`src/rtl/nco_pkg.sv`:
```
package nco_pkg;
  localparam int unsigned FREQ_W = 32;
  localparam int unsigned PH_W   = 10;
  localparam int unsigned SEL_W  = 2;

  localparam logic [SEL_W-1:0] SEL_HOLD_FREQ = 2'd0;
  localparam logic [SEL_W-1:0] SEL_HOLD_PH   = 2'd1;
  localparam logic [SEL_W-1:0] SEL_STB_FREQ  = 2'd2;
  localparam logic [SEL_W-1:0] SEL_STB_PH    = 2'd3;
endpackage

```
`src/rtl/nco_regs.sv`:
```
module nco_regs
  import nco_pkg::*;
#(
  parameter int unsigned FW = FREQ_W,
  parameter int unsigned PW = PH_W
) (
  input  logic             clk,
  input  logic             rst_n,
  input  logic             wr_en,
  input  logic [SEL_W-1:0] wr_sel,
  input  logic [FW-1:0]    wr_data,
  input  logic             sync_en,
  input  logic             sync_in,
  input  logic             step_en,
  output logic [FW-1:0]    act_freq,
  output logic [PW-1:0]    act_ph
);
  logic [FW-1:0] hold_freq;
  logic [PW-1:0] hold_ph;
  logic          pend_freq, pend_ph;
  logic          stb_freq, stb_ph, sync_hit;
  logic          req_freq, req_ph;

  assign stb_freq = wr_en && (wr_sel == SEL_STB_FREQ);
  assign stb_ph   = wr_en && (wr_sel == SEL_STB_PH);
  assign sync_hit = sync_in && sync_en;
  assign req_freq = pend_freq || stb_freq || sync_hit;
  assign req_ph   = pend_ph   || stb_ph   || sync_hit;

  always_ff @(posedge clk) begin
    if (!rst_n) begin
      hold_freq <= '0;
      hold_ph   <= '0;
      act_freq  <= '0;
      act_ph    <= '0;
      pend_freq <= 1'b0;
      pend_ph   <= 1'b0;
    end else begin
      if (wr_en && (wr_sel == SEL_HOLD_FREQ)) hold_freq <= wr_data;
      if (wr_en && (wr_sel == SEL_HOLD_PH))   hold_ph   <= wr_data[PW-1:0];
      if (step_en && req_freq) act_freq <= hold_freq;
      if (step_en && req_ph)   act_ph   <= hold_ph;
      pend_freq <= req_freq && !step_en;
      pend_ph   <= req_ph   && !step_en;
    end
  end


  act_hold_chk: assert property (@(posedge clk) disable iff (!rst_n)
    !step_en |=> ($stable(act_freq) && $stable(act_ph)));


  sync_pend_chk: assert property (@(posedge clk) disable iff (!rst_n)
    (sync_in && sync_en && !step_en) |=> (pend_freq && pend_ph));


  freq_load_chk: assert property (@(posedge clk) disable iff (!rst_n)
    (step_en && pend_freq) |=> (act_freq == $past(hold_freq)));


  ph_load_chk: assert property (@(posedge clk) disable iff (!rst_n)
    (step_en && pend_ph) |=> (act_ph == $past(hold_ph)));
endmodule

```
`src/rtl/nco_accum.sv`:
```
module nco_accum
  import nco_pkg::*;
#(
  parameter int unsigned FW = FREQ_W,
  parameter int unsigned PW = PH_W
) (
  input  logic          clk,
  input  logic          rst_n,
  input  logic          step_en,
  input  logic [FW-1:0] act_freq,
  input  logic [PW-1:0] act_ph,
  output logic [PW-1:0] phase_out
);
  localparam int unsigned TOP = FW - 1;

  logic [FW-1:0] acc;

  always_ff @(posedge clk) begin
    if (!rst_n) acc <= '0;
    else if (step_en) acc <= acc + act_freq;
  end

  assign phase_out = acc[TOP -: PW] + act_ph;


  acc_stall_chk: assert property (@(posedge clk) disable iff (!rst_n)
    !step_en |=> $stable(acc));


  acc_step_chk: assert property (@(posedge clk) disable iff (!rst_n)
    step_en |=> (acc == $past(acc) + $past(act_freq)));
endmodule

```
`src/rtl/carrier_nco.sv`:
```
module carrier_nco
  import nco_pkg::*;
(
  input  logic             clk,
  input  logic             rst_n,
  input  logic             wr_en,
  input  logic [SEL_W-1:0] wr_sel,
  input  logic [FREQ_W-1:0] wr_data,
  input  logic             sync_en,
  input  logic             sync_in,
  input  logic             step_en,
  output logic [PH_W-1:0]  phase_out
);
  logic [FREQ_W-1:0] act_freq;
  logic [PH_W-1:0]   act_ph;

  nco_regs #(.FW(FREQ_W), .PW(PH_W)) u_regs (
    .clk(clk), .rst_n(rst_n), .wr_en(wr_en), .wr_sel(wr_sel),
    .wr_data(wr_data), .sync_en(sync_en), .sync_in(sync_in),
    .step_en(step_en), .act_freq(act_freq), .act_ph(act_ph)
  );

  nco_accum #(.FW(FREQ_W), .PW(PH_W)) u_accum (
    .clk(clk), .rst_n(rst_n), .step_en(step_en), .act_freq(act_freq),
    .act_ph(act_ph), .phase_out(phase_out)
  );


  phase_stall_chk: assert property (@(posedge clk) disable iff (!rst_n)
    !step_en |=> $stable(phase_out));


  reset_zero_chk: assert property (@(posedge clk)
    !rst_n |=> (phase_out == '0));
endmodule

```
`config.mk`:
```
export PLATFORM = sky130hd
export DESIGN_NAME = carrier_nco
export DESIGN_NICKNAME = d
export VERILOG_FILES = /design/src/rtl/nco_pkg.sv /design/src/rtl/nco_regs.sv /design/src/rtl/nco_accum.sv /design/src/rtl/carrier_nco.sv
export SDC_FILE = /design/constraint.sdc
export NUM_CORES = 1
export LEC_CHECK = 0
export CAP_MARGIN = 20
export CORE_MARGIN = 3
export CORE_UTILIZATION = 40
export CTS_BUF_LIST = sky130_fd_sc_hd__clkbuf_4 sky130_fd_sc_hd__clkbuf_8 sky130_fd_sc_hd__clkbuf_16
export DETAILED_ROUTE_END_ITERATION = 10
export SLEW_MARGIN = 5
export SYNTH_ARGS = -nofsm -noshare
export SYNTH_HDL_FRONTEND = slang
export SYNTH_HIERARCHICAL = 1
export SYNTH_SLANG_ARGS = --single-unit
```
`constraint.sdc`:
```
create_clock -name clk -period 7.5 [get_ports clk]
set_input_delay 1.5 -clock clk [delete_from_list [all_inputs] [get_ports clk]]
set_output_delay 1.5 -clock clk [all_outputs]
set_load 0.02 [all_outputs]
```
==> results.txt <==
- The run finished with clean final reports.
- Worst Hold Class: register to register
- Type of the worst setup path: register to primary output
- Initial standard-cell utilization of the core: 41.9%
- The analysis attributes to cell leakage a power of 3.23 nW.
* Setup repair after global routing missed its margin: no
* Avg Inst Size Synth: 8.73 µm²
* Count of pins on the block boundary: 50
- Simple-Gate Fraction of Synth Area: 19.3%
- Worst Path Arrival: 3.11 ns
- Leaving out fill and tap cells, the most frequent cell in the layout is nand2_1.
* Antenna diodes: 0
* Count of vias placed by the detailed router: 5259
- Clock tree synthesis inserted a total of 17 buffers.
- The H-tree generated during clock tree synthesis spans 4 levels.
* RR Endpoint: u_accum/acc[26]$_SDFFE_PN0P_
- Relative slew slack: 39.9%
* Maximum operating frequency: 0.217 GHz
* Post_cts resized: 0
- Post CTS Setup Buffer Count: 0
- Synthesized Nets: 827
- The tree is rooted in a clkbuf_16.
- Post-DR vias/cell: 5.25
- After global routing the overflow that remains totals 0.
* Number of clock sinks: 118
- The via count of the first global-routing pass was 5187.
* Final cell utilization of the core: 49.6%
- Setup skew after layout: 0.00803 ns
* Min-Delay Startpoint: u_regs/hold_freq[30]$_SDFFE_PN0P_
- Synthesis instantiated 64 different standard cells from the library.
* Post-synthesis sequential element count: 118
* Cells after Synth: 745
- The synthesized netlist devotes 8.31% of its cell area to adder and majority cells.
* Top FF cell, synth: dfxtp_1
* Net count, final: 859
- Number of hold-slack violations in the final timing report: 0
* Maximum fanout count along the critical path: 4
- Routed wire per std cell: 15.1 µm
* Startpoint type of the worst setup path: register
* FF-to-FF path depth: 10
- Final weighted congestion in routability-driven placement: 0.917
- VDD sags by at most 0.175 mV.
- For the worst-skew pair, the clock arrives at the later sink with an insertion delay of 0.42 ns.
- The Yosys step of the flow raised 6 warnings.
* Total global routing track utilization: 17.6%
- Floorplan die height: 134 µm
* Iter 0 DRT Violations: 187
* Area share of xor/xnor cells in the synthesized design: 4.04%
* EDFF count, synth: 0
- Horizontal die dimension: 134 µm
- OpenSTA, run right after detailed placement, puts the worst setup slack at 3.33 ns.
* Data required time of the critical path: 6.00 ns
- Power spread over the standard cell area amounts to 206 nW/µm².
- Number of antenna violations at the first check in global routing: 0
* Die ar.: 17800 µm²
* Crit. End Element: primary output
- Setup TNS Final: 0 ns
- Post-layout worst setup margin: 2.89 ns
* Global-route wire length before repair: 25300 µm
* Max Cap Viol: 0
- At the pin with the least slew margin, the transition time is 0.902 ns.
* Drt drc: 0
- The synthesized netlist occupies a cell area of 6510 µm².
- Clk slew on worst S/H paths: 0.05 ns
- First-pass DRT Iterations: 4
- Summing the areas of all compound-gate instances in the mapped netlist gives 17.3% of the synthesized area.
- The portion of synthesized area spent on multiplexers is 10.8%.
* Overall routed net length: 15100 µm
* Number of buffers added to fix hold violations after cts: 0
- Post-DRT Antenna Nets: 0
- Worst Hold Path EP: u_regs/hold_freq[30]$_SDFFE_PN0P_
* Combinational family with the most area after synthesis: simple AND/OR/NAND/NOR gates
- Critical register-to-register path startpoint: u_regs/act_freq[0]$_SDFFE_PN0P_
- Number of instances on the worst hold path: 2
- Of all flip-flops after synthesis, the portion carrying an async set or reset was 0%.
- Worst hold-check slack: 0.453 ns
- Detailed placement finished with a half-perimeter wire length of 10600 µm.
* Highest-count cells in the layout ignoring fill and taps: nand2_1 (171), dfxtp_1 (118), mux2i_1 (70), clkdlybuf4s50_1 (48), ha_1 (40)
* Final cycle utilization of the critical path: 61.4%
- In this run the core area contains 45 standard-cell rows.
- Setup violations remaining at the end of the flow were counted as 0.
- The worst path needs 4.61 ns of the cycle, external delays included.
- Seq/Total Area, Yosys: 36.3%
* Share of cells above drive strength 1: 6.84%
- The design draws 1.59 mW.
- Entering global routing, the biggest net connects 104 pins.
- Area of the core region: 15500 µm²
* Worst setup slack for register-to-register paths: 4.59 ns
- TritonCTS built the clock tree.
- Input/output buffers: 49
- Slew Limit Fails: 0
- Clock Tree Buf Depth: 2
- Post-synthesis to final-layout area growth: 18.4%
critical path, stage by stage (launching register included):
cell             delay (ns)
dfxtp_1                0.40
ha_1                   0.26
a21o_1                 0.17
a21oi_1                0.23
o21bai_1               0.09
a21oi_1                0.23
o21bai_1               0.09
a21o_1                 0.21
and4_1                 0.21
nor3_1                 0.17
clkdlybuf4s50_1        0.63
power by group:
part / internal, mW / switching [mW] / total [mW]
Clock: 0.532 / 0.296 / 0.827
Combinational: 0.0526 / 0.0591 / 0.112
Sequential: 0.640 / 0.00748 / 0.647
cells in the mapped netlist (all sizes together), types with 4 or more instances:
master,instances,share of area [%]
a21boi,36,4.3
nor2,15,0.87
o21bai,5,0.58
dfxtp,118,36
and2,5,0.52
a31oi,8,0.77
a21oi,32,2.7
nand3,18,1.4
o311ai,4,0.65
xnor2,15,2.0
a21o,21,2.4
and3,8,0.79
nand2,171,9.9
ha,40,7.7
mux2i,70,11
nor2b,31,3.0
inv,13,0.75
xor2,15,2.0
buf,20,1.9
nor3,6,0.46
clkbuf,22,1.3
o21ai,18,1.4
per-stage QoR:
stage,area [µm²],cells
final,7710,1001
after global routing,7710,1001
after CTS,7700,1000
after detailed placement,7100,968
after global placement,7100,968
after floorplan,6510,745
cells by family after synthesis:
logic type	Yosys count
simple gates	275
xor+xnor	30
fa+ha+maj	42
compound gates	155
flops	118
mux	70
buf+inv	55
flip-flops by register name, summed over array words and instances, names as in the netlist:
name              flops
u_regs/act_ph        10
u_accum/acc          32
u_regs/hold_freq     32
u_regs/pend_freq      1
u_regs/hold_ph       10
u_regs/act_freq      32
u_regs/pend_ph        1
worst max-delay path by stage:
stage	end	from	cells past startpoint	slack, ns
after global placement	phase_out[9]	u_accum/acc[23]$_SDFFE_PN0P_	10	3.39
final	phase_out[9]	u_accum/acc[23]$_SDFFE_PN0P_	10	2.89
after floorplan	phase_out[9]	u_accum/acc[23]$_SDFFE_PN0P_	9	3.78
after global routing	phase_out[8]	u_accum/acc[22]$_SDFFE_PN0P_	11	2.68
after CTS	phase_out[9]	u_accum/acc[23]$_SDFFE_PN0P_	10	2.88
after detailed placement	phase_out[9]	u_accum/acc[23]$_SDFFE_PN0P_	10	3.33
metal layers:
metal,track usage (%),up-vias,share of wire (%),routed length (µm)
li1,-,2679,-,-
met1,23.3,2451,49,7400
met2,27.7,109,45,6760
met3,4.42,20,4.4,670
met4,6.80,0,1.9,282
met5,0,-,0,0
layout make-up:
class	instances	area [µm²]
Timing Repair Buffer	55	533
Tap cell	211	264
Clock inverter	13	156
Fill cell	1489	7830
Inverter	13	48.8
Multi-Input combinational cell	572	3890
Clock buffer	19	447
Sequential cell	118	2360
Note: power is estimated with default switching activity, not from simulation.
